==> config.mk <==
export PLATFORM = sky130hd
export DESIGN_NAME = xsb_issue_ctrl
export DESIGN_NICKNAME = d
export VERILOG_FILES = /design/src/rtl/xsb_pkg.sv /design/src/rtl/xsb_tagq.sv /design/src/rtl/xsb_scoreboard.sv /design/src/rtl/xsb_fixlat.sv /design/src/rtl/xsb_issue_ctrl.sv
export SDC_FILE = /design/constraint.sdc
export NUM_CORES = 1
export LEC_CHECK = 0
export ABC_AREA = 1
export BUFFER_PORTS_ARGS = -buffer_cell sky130_fd_sc_hd__buf_4
export CAP_MARGIN = 20
export CELL_PAD_IN_SITES_DETAIL_PLACEMENT = 1
export CELL_PAD_IN_SITES_GLOBAL_PLACEMENT = 1
export CORE_ASPECT_RATIO = 0.6
export CORE_MARGIN = 2
export CORE_UTILIZATION = 31
export CTS_CLUSTER_SIZE = 16
export DETAILED_ROUTE_END_ITERATION = 10
export GPL_TIMING_DRIVEN = 0
export PLACE_DENSITY = 0.71
export SYNTH_ARGS = -nofsm -noshare
export SYNTH_HDL_FRONTEND = slang
export SYNTH_HIERARCHICAL = 1
export SYNTH_SLANG_ARGS = --single-unit
==> constraint.sdc <==
create_clock -name clk -period 2.19 [get_ports clk]
set_clock_uncertainty 0.15 [all_clocks]
set_input_delay 0.219 -clock clk [delete_from_list [all_inputs] [get_ports clk]]
set_output_delay 0.219 -clock clk [all_outputs]
set_load 0.005 [all_outputs]
==> src/rtl/xsb_pkg.sv <==
package xsb_pkg;

  // cfg_mode bit 1 set: launch rate fixed (one per cycle), ready ignored
  function automatic logic rate_follows_unit(input logic [1:0] mode);
    return !mode[1];
  endfunction

  // cfg_mode bit 0 set: completion timed internally, retire ignored
  function automatic logic lat_follows_unit(input logic [1:0] mode);
    return !mode[0];
  endfunction

  // next value of a circular pointer over 'depth' slots
  function automatic int unsigned wrap_inc(input int unsigned p, input int unsigned depth);
    return (p == depth - 1) ? 0 : p + 1;
  endfunction

endpackage

==> src/rtl/xsb_tagq.sv <==
module xsb_tagq #(
  parameter int DEPTH = 4,
  parameter int TW    = 4
) (
  input  logic          clk,
  input  logic          rst_n,
  input  logic          push,
  input  logic [TW-1:0] push_tag,
  input  logic          pop,
  output logic [TW-1:0] head_tag,
  output logic          full,
  output logic          empty
);
  localparam int PW = (DEPTH > 1) ? $clog2(DEPTH) : 1;
  localparam int CW = $clog2(DEPTH + 1);

  logic [TW-1:0] slot [DEPTH];
  logic [PW-1:0] wr_ptr, rd_ptr;
  logic [CW-1:0] count;

  assign full     = (count == CW'(DEPTH));
  assign empty    = (count == '0);
  assign head_tag = slot[rd_ptr];

  always_ff @(posedge clk) begin
    if (!rst_n) begin
      wr_ptr <= '0;
      rd_ptr <= '0;
      count  <= '0;
      for (int i = 0; i < DEPTH; i++) slot[i] <= '0;
    end else begin
      if (push) begin
        slot[wr_ptr] <= push_tag;
        wr_ptr <= PW'(xsb_pkg::wrap_inc(32'(wr_ptr), DEPTH));
      end
      if (pop) rd_ptr <= PW'(xsb_pkg::wrap_inc(32'(rd_ptr), DEPTH));
      if (push && !pop)      count <= count + 1'b1;
      else if (pop && !push) count <= count - 1'b1;
    end
  end
endmodule

==> src/rtl/xsb_scoreboard.sv <==
module xsb_scoreboard #(
  parameter int NREG = 16,
  parameter int TW   = 4
) (
  input  logic            clk,
  input  logic            rst_n,
  input  logic            set_en,
  input  logic [TW-1:0]   set_tag,
  input  logic            clr_en,
  input  logic [TW-1:0]   clr_tag,
  output logic [NREG-1:0] pend
);
  logic [NREG-1:0] set_vec, clr_vec;

  for (genvar g = 0; g < NREG; g++) begin : g_bit
    assign set_vec[g] = set_en && (set_tag == TW'(g));
    assign clr_vec[g] = clr_en && (clr_tag == TW'(g));
  end

  always_ff @(posedge clk) begin
    if (!rst_n) pend <= '0;
    else        pend <= (pend & ~clr_vec) | set_vec;
  end
endmodule

==> src/rtl/xsb_fixlat.sv <==
module xsb_fixlat #(
  parameter int MAXLAT = 8,
  parameter int LW     = 4
) (
  input  logic          clk,
  input  logic          rst_n,
  input  logic          launch,
  input  logic [LW-1:0] lat,
  output logic          tap
);
  logic [MAXLAT-1:0] stage;
  logic [LW-1:0]     sel;

  // clamp the configured latency into 1..MAXLAT
  always_comb begin
    if (lat == '0)               sel = LW'(1);
    else if (lat > LW'(MAXLAT))  sel = LW'(MAXLAT);
    else                         sel = lat;
  end

  always_comb begin
    tap = 1'b0;
    for (int i = 0; i < MAXLAT; i++)
      if (sel == LW'(i + 1)) tap = stage[i];
  end

  always_ff @(posedge clk) begin
    if (!rst_n) stage <= '0;
    else        stage <= {stage[MAXLAT-2:0], launch};
  end
endmodule

==> src/rtl/xsb_issue_ctrl.sv <==
module xsb_issue_ctrl #(
  parameter int NREG   = 16,
  parameter int QDEPTH = 4,
  parameter int MAXLAT = 8,
  localparam int TW    = $clog2(NREG),
  localparam int LW    = $clog2(MAXLAT + 1)
) (
  input  logic            clk,
  input  logic            rst_n,
  input  logic [1:0]      cfg_mode,
  input  logic [LW-1:0]   cfg_lat,
  input  logic            iss_valid,
  input  logic            iss_fu,
  input  logic [TW-1:0]   iss_dst,
  input  logic [TW-1:0]   iss_rs1,
  input  logic            iss_rs1_en,
  input  logic [TW-1:0]   iss_rs2,
  input  logic            iss_rs2_en,
  input  logic            fu_ready,
  input  logic            fu_retire,
  output logic            iss_stall,
  output logic            fu_start,
  output logic            wb_en,
  output logic [TW-1:0]   wb_dst,
  output logic [NREG-1:0] pend_map,
  output logic            err_flag
);
  // named internal events
  logic unit_can_take, src_hazard, fu_block;
  logic launch_go, fix_tap, retire_evt, wb_fire, stray_retire;
  logic q_full, q_empty;
  logic [TW-1:0] q_head;

  assign unit_can_take = xsb_pkg::rate_follows_unit(cfg_mode) ? fu_ready : 1'b1;
  assign src_hazard    = (iss_rs1_en && pend_map[iss_rs1]) ||
                         (iss_rs2_en && pend_map[iss_rs2]);
  assign fu_block      = iss_fu && (!unit_can_take || q_full || pend_map[iss_dst]);
  assign iss_stall     = iss_valid && (src_hazard || fu_block);
  assign launch_go     = iss_valid && iss_fu && !iss_stall;
  assign fu_start      = launch_go;

  assign retire_evt    = xsb_pkg::lat_follows_unit(cfg_mode) ? fu_retire : fix_tap;
  assign wb_fire       = retire_evt && !q_empty;
  assign stray_retire  = retire_evt && q_empty;
  assign wb_en         = wb_fire;
  assign wb_dst        = q_head;

  xsb_tagq #(.DEPTH(QDEPTH), .TW(TW)) u_tagq (
    .clk      (clk),
    .rst_n    (rst_n),
    .push     (launch_go),
    .push_tag (iss_dst),
    .pop      (wb_fire),
    .head_tag (q_head),
    .full     (q_full),
    .empty    (q_empty)
  );

  xsb_scoreboard #(.NREG(NREG), .TW(TW)) u_sb (
    .clk     (clk),
    .rst_n   (rst_n),
    .set_en  (launch_go),
    .set_tag (iss_dst),
    .clr_en  (wb_fire),
    .clr_tag (q_head),
    .pend    (pend_map)
  );

  xsb_fixlat #(.MAXLAT(MAXLAT), .LW(LW)) u_fixlat (
    .clk    (clk),
    .rst_n  (rst_n),
    .launch (launch_go && !xsb_pkg::lat_follows_unit(cfg_mode)),
    .lat    (cfg_lat),
    .tap    (fix_tap)
  );

  always_ff @(posedge clk) begin
    if (!rst_n)            err_flag <= 1'b0;
    else if (stray_retire) err_flag <= 1'b1;
  end
endmodule

# == Word-level counts from Yosys, hierarchy flattened ==
# Memory sizes are Yosys's and may differ from the RTL's. A register that Yosys moved wholly into a read port is not among the register bits.
# Cells that the tools add are included.
# classes
eq_ne,41
mux,31
n_lt_le_gt_ge,4
reduce_logical,58
bitwise,3
addsub,4
# op_table
operator,n
$eq A4 B4 Y1 const B,17
$eq A4 B3 Y1 const B,12
$logic_and A1 B1 Y1,43
$eq A4 B2 Y1 const B,6
$mux W1,18
$and A16 B16 Y16,1
$not A16 Y16,1
$or A16 B16 Y16,1
$lt A4 B5 Y1 const B,3
$bmux W1 S4,3
$eq A4 B1 Y1 const B,3
$logic_not A4 Y1,3
$mux W4,3
$mux W2,5
$mux W3,2
$logic_not A1 Y1,5
$add A2 B1 Y2 const B,2
$eq A2 B2 Y1 const B,2
$gt A4 B4 Y1 const B,1
$logic_or A1 B1 Y1,4
$reduce_or A4 Y1,1
$add A3 B1 Y3 const B,1
$eq A3 B3 Y1 const B,1
$logic_not A3 Y1,1
2 further kinds,2
# word_totals
ramBits,16
output_inout_bits,24
mem_count,1
wordCells,148
reg_bits,32
# memory_table
memory,depth,width,read_ports,rd_ports_with_merged_regs,wr,line_no,source
u_tagq.slot,4,4,1,1,4,xsb_tagq.sv:17,logic [TW-1:0] slot [DEPTH];

# == Depth between registers and ports, before layout ==
# logic_depth
word_depth,18
depth_mapped,20
ltp_nobuf,19

# == By module ==
# The synthesis kept the hierarchy.
# modules_own_cells
module,seq_area_each_um2,cells_per_inst,instances,area_per_inst_um2
xsb_tagq,660.6,118,1,1168.6
xsb_scoreboard,320.3,114,1,788.3
xsb_issue_ctrl,20.0,147,1,684.4
xsb_fixlat,160.2,45,1,305.3

# == Worst setup path before layout ==
# No wires, ideal clock.
# synth_path
path_type,input to register
from,in iss_rs1[0]
to,reg u_tagq.count[2]
path_slack_ns,-0.053
path_buffers,1
setup_time_ns,0.110
arrival_ns,1.983
path_stages,19
required_ns,1.930
path_cell_list,buf_6 > inv_6 > nand2_1 > nand3_1 > nand2_1 > a21oi_1 > nand2_1 > nand3_2 > nand4_2 > inv_1 > ha_1 > inv_1 > fa_1 > inv_1 > nand2_1 > nand3_1 > nand2_1 > inv_1 > nor2_1
# synth_via
elab_chain_cells,11
elab_cells_between_ends,13
# synth_lines
element,line_no,source
from (decl),xsb_issue_ctrl.sv:15,"input logic [TW-1:0] iss_rs1,"
$bmux W1 S4 *,xsb_issue_ctrl.sv:35,assign src_hazard = (iss_rs1_en && pend_map[iss_rs1]) ||
$mux W1 (implied by the code) *,xsb_issue_ctrl.sv:35,
$logic_and A1 B1 Y1 *,xsb_issue_ctrl.sv:35,
$logic_or A1 B1 Y1 *,xsb_issue_ctrl.sv:35,
$logic_or A1 B1 Y1 *,xsb_issue_ctrl.sv:38,assign iss_stall = iss_valid && (src_hazard || fu_block);
$logic_and A1 B1 Y1 *,xsb_issue_ctrl.sv:38,
$logic_not A1 Y1 *,xsb_issue_ctrl.sv:39,assign launch_go = iss_valid && iss_fu && !iss_stall;
$logic_and A1 B1 Y1 *,xsb_issue_ctrl.sv:39,
named net fu_start,xsb_issue_ctrl.sv:22,"output logic fu_start,"
$logic_not A1 Y1,xsb_tagq.sv:38,else if (pop && !push) count <= count - 1'b1;
$logic_and A1 B1 Y1,xsb_tagq.sv:38,
$reduce_bool A2 Y1 (no line),-,
to (signal assigned),xsb_tagq.sv:37,if (push && !pop) count <= count + 1'b1;
to (signal assigned),xsb_tagq.sv:38,
to (decl),xsb_tagq.sv:19,logic [CW-1:0] count;
# Mark *: on every way through the listed nets, which the timed path passes. The rest lies on a longest branch. The select of a mux whose other input is x is not followed.
# A chain may end at the register's enable or synchronous reset.

# == Worst setup path in the final report ==
# layout_path
from,reg u_sb.pend[5]
to,reg u_tagq.count[2]
# layout_via
elab_chain_cells,11
elab_cells_between_ends,20
# layout_lines
element,line_no,source
from (decl),xsb_scoreboard.sv:11,output logic [NREG-1:0] pend
from (signal assigned),xsb_scoreboard.sv:22,else pend <= (pend & ~clr_vec) | set_vec;
"$bmux W1 S4, on equally long branches","xsb_issue_ctrl.sv:35, xsb_issue_ctrl.sv:36, xsb_issue_ctrl.sv:37",
"$mux W1, on equally long branches","xsb_issue_ctrl.sv:35, xsb_issue_ctrl.sv:36, xsb_issue_ctrl.sv:37",
$logic_and A1 B1 Y1 (tied with other cells),xsb_issue_ctrl.sv:35,
$logic_or A1 B1 Y1 / $logic_and A1 B1 Y1 (equally long branches),"xsb_issue_ctrl.sv:35, xsb_issue_ctrl.sv:37",
$logic_or A1 B1 Y1 *,xsb_issue_ctrl.sv:38,
$logic_and A1 B1 Y1 *,xsb_issue_ctrl.sv:38,
$logic_not A1 Y1 *,xsb_issue_ctrl.sv:39,
$logic_and A1 B1 Y1 *,xsb_issue_ctrl.sv:39,
$logic_not A1 Y1,xsb_tagq.sv:38,
$logic_and A1 B1 Y1,xsb_tagq.sv:38,
$reduce_bool A2 Y1 (no line),-,
# Every way passes the cells marked *; elsewhere a longest branch is shown, timed or not. The select of a mux whose other input is x is not followed.

==> results.sh <==
export IMPL_yosysWarningCount=6
export IMPL_critical_path_class="reg2reg"
export IMPL_dp_final_hpwl_um=7090
export IMPL_drt_vias_per_instance=4.82
export IMPL_timing_critical_path_arrival_ns=2.28
export IMPL_area_of_the_multi_input_gates_sq_um=1660
export IMPL_coreArea_sq_um=9190
export IMPL_port_buffers=47
export IMPL_postSynthNetCount=454
export IMPL_synth_seq_cells=50
export IMPL_tritoncts_num_sinks=50
export IMPL_fraction_of_layout_instances_using_a_drive_strength_above_1_pct=36.6
export IMPL_grt_setup_unrepaired="yes"
export IMPL_detailedRoute_firstPassIterationCount=4
export IMPL_leakage_nw=1.86
export IMPL_via_count=3007
export IMPL_ant_nets=0
export IMPL_mostFrequentLayoutCell="sky130_fd_sc_hd__nand2_1"
export IMPL_worst_setup_hold_path_clk_slew_ns=0.07
export IMPL_critical_path_max_stage_delay_ns=0.34
export IMPL_cts_path_max_buffers=2
export IMPL_failed_checks="negative setup slack"
export IMPL_chipHeight_um=79.5
export IMPL_max_slew_margin_rel_pct=66.8
export IMPL_finalWirelength_um=9510
export IMPL_largest_net_degree_at_the_start_of_global_routing=16
export IMPL_pwr_density_cell_nw_per_um2=677
export IMPL_synthCells=424
export IMPL_placedCellCount=601
export IMPL_slew_viol_final=0
export IMPL_dieWidth_um=130
export IMPL_grt_pass1_vias=2932
export IMPL_timing_critical_path_required_ns=2.23
export IMPL_synth_seq_area_share_pct=39.4
export IMPL_timing_critical_path_slowest_stage_cell="sky130_fd_sc_hd__dfxtp_2"
export IMPL_cp_startpoint="u_sb/pend[5]"
export IMPL_critical_path_peak_fanout=3
export IMPL_grt_overflow=0
export IMPL_crit_path_frequent_cell="sky130_fd_sc_hd__nand2_1"
export IMPL_cts_hold_repair_buffers=0
export IMPL_grt_pass1_wl_um=14800
export IMPL_hp_class="in2reg"
export IMPL_worst_r2r_path_depth=18
export IMPL_max_vdd_ir_drop_mv=0.322
export IMPL_preCtsSetupSlack_ns=-0.546
export IMPL_die_area_sq_um=10300
export IMPL_tritoncts_num_buffers=5
export IMPL_routed_wire_length_per_instance_um=15.2
export IMPL_maxCapViolations=0
export IMPL_period_needed_ns=2.24
export IMPL_final_setup_tns_ns=-0.0503
export IMPL_grt_use_total_pct=18.7
export IMPL_ff_latch_area_sq_um=1200
export IMPL_drc=0
export IMPL_cts_tree="yes"
export IMPL_fmax_mhz=446
export IMPL_finalNonFillerCells=624
export IMPL_final_setup_viol_count=1
export IMPL_post_synth_num_cell_types=38
export IMPL_count_of_antenna_diodes_in_the_layout=0
export IMPL_crit_path_end_kind="flip-flop"
export IMPL_syn_area_per_cell_sq_um=6.95
export IMPL_layout_worst_path_cycle_share_pct=102
export IMPL_finalWorstSetupSlack_ns=-0.0503
export IMPL_place_gp_congestion=0.800
export IMPL_start_util_pct=32.1
export IMPL_finalCoreUtilization_pct=43.6
export IMPL_crit_reg2reg_capture="u_tagq/count[2]"
export IMPL_worst_skew_pair_late_latency_ns=0.29
export IMPL_drt_iter0_drc=154
export IMPL_io_pins=50
export IMPL_final_cell_mix="sky130_fd_sc_hd__nand2_1, sky130_fd_sc_hd__buf_4, sky130_fd_sc_hd__inv_1"
export IMPL_root_buffer="sky130_fd_sc_hd__clkbuf_16"
export IMPL_cp_start_kind="flip-flop"
export IMPL_setup_reg_to_reg_worst_slack_ns=-0.05
export IMPL_worstMarginPinSlew_ns=0.498
export IMPL_crit_path_cell_trace="inv_2, nand2_1, nand3_2, nand2_2, a21oi_2, nand2_1, nand3_2, nand4_4, inv_4, ha_4, inv_4, fa_2, inv_2, nand2_1, nand3_2, nand2_1, inv_1, nor2_1"
export IMPL_h_tree_levels=2
export IMPL_critPathCapture="u_tagq/count[2]"
export IMPL_fp_row_count=27
export IMPL_post_synthesis_cell_area_sq_um=2950
export IMPL_area_growth_syn_to_layout_pct=36.0
export IMPL_finish_net_count=523
export IMPL_filler_cell_count=1162
export IMPL_finalHoldViolCount=0
export IMPL_fin_hold_ws_ns=0.0297
export IMPL_worst_r2r_startpoint="u_sb/pend[5]"
export IMPL_antenna_violations_before_repair=0
export IMPL_outcome="finished, violations left"
## cell type report
cell class | instances | share of cell area, %
inverters | 70 | 7.12
clock inverters | 3 | 0.406
multi-input cells | 295 | 41.5
repair buffers | 63 | 12.2
well taps | 130 | 4.06
plain buffers | 8 | 1.72
flip-flops and latches | 50 | 29.8
clock buffers | 5 | 3.12
## stage by stage
step	area [sq um]	total power, mW
after CTS	3820	2.68
final	4010	2.71
after global routing	4010	2.88
after floorplan	2950	1.55
after global placement	3460	1.80
after detailed placement	3460	1.83
## registers in the layout (all words and copies together), names as in the netlist, named ones only
signal	count
err_flag	1
u_sb/pend	16
u_tagq/count	3
u_tagq/wr_ptr	2
u_fixlat/stage	8
u_tagq/slot	16
u_tagq/rd_ptr	2
## cell families after synthesis
family                   Yosys count  synth area share [%]
AND/OR/NAND/NOR                  243                  37.3
buffers and inverters             79                  11.9
flip-flops                        50                  39.4
AO/OA/AOI/OAI                     46                  8.79
adder cells (fa/ha/maj)            4                  1.95
XOR/XNOR                           1                 0.297
multiplexers                       1                 0.340
## how the worst min path moves through the flow
| stage | endpoint | slack, ns | start | cells after the start |
|---|---|---|---|---|
| after detailed placement | u_fixlat/stage[4] | 0.27 | u_fixlat/stage[3] | 2 |
| after global routing | err_flag | 0.03 | rst_n | 2 |
| after CTS | err_flag | 0.03 | rst_n | 2 |
| after floorplan | err_flag | 0.19 | rst_n | 1 |
| after global placement | u_fixlat/stage[6] | 0.27 | u_fixlat/stage[5] | 2 |
| final | err_flag | 0.03 | rst_n | 2 |
## cell usage after synthesis (all sizes together)
| cell | instances | area share, % |
|---|---|---|
| a21oi | 20 | 3.4 |
| and2 | 1 | 0.21 |
| and3 | 1 | 0.21 |
| buf | 7 | 2.3 |
| clkbuf | 2 | 0.25 |
| clkinv | 1 | 0.13 |
| dfxtp | 34 | 23 |
| edfxtp | 16 | 16 |
| fa | 1 | 0.68 |
| ha | 3 | 1.3 |
| inv | 69 | 9.3 |
| mux2i | 1 | 0.34 |
| nand2 | 125 | 17 |
| nand3 | 58 | 10 |
| nand4 | 2 | 0.64 |
| nor2 | 52 | 8.1 |
| nor3 | 3 | 0.51 |
| o211ai | 1 | 0.25 |
| o21a | 1 | 0.25 |
| o21ai | 16 | 2.8 |
| o21bai | 3 | 0.76 |
| o22ai | 5 | 1.3 |
| or2 | 1 | 0.30 |
| xor2 | 1 | 0.30 |
## power breakdown
group	switching [mW]	internal, mW	leakage [nW]
registers	0.0548	1.02	0.451
clock network	0.345	0.418	0.0689
logic	0.545	0.334	1.34
total	0.945	1.77	1.86
## routing by layer
layer  track usage, %  up-vias  share of wire [%]
li1                 -     1481                  -
met3             3.02        7                4.1
met4             4.19        0               0.78
met5                0        -                  0
met2             28.9       56                 44
met1             27.3     1463                 52
## repair_timing
item	in CTS	in global routing
pin swaps	14	20
hold endpoints to repair	0	0
setup buffers	10	6
gates cloned	0	0
gates resized for setup	47	47
setup endpoints to repair	23	31
## worst max-delay path, delay by kind of cell, from the launching register on
kind            cells  cell delay [ns]
compound gates      1             0.12
fa+ha+maj           2             0.49
buf+inv             5             0.31
flops               1             0.34
simple gates       10             0.72
Note: power is estimated with default switching activity, not from simulation.
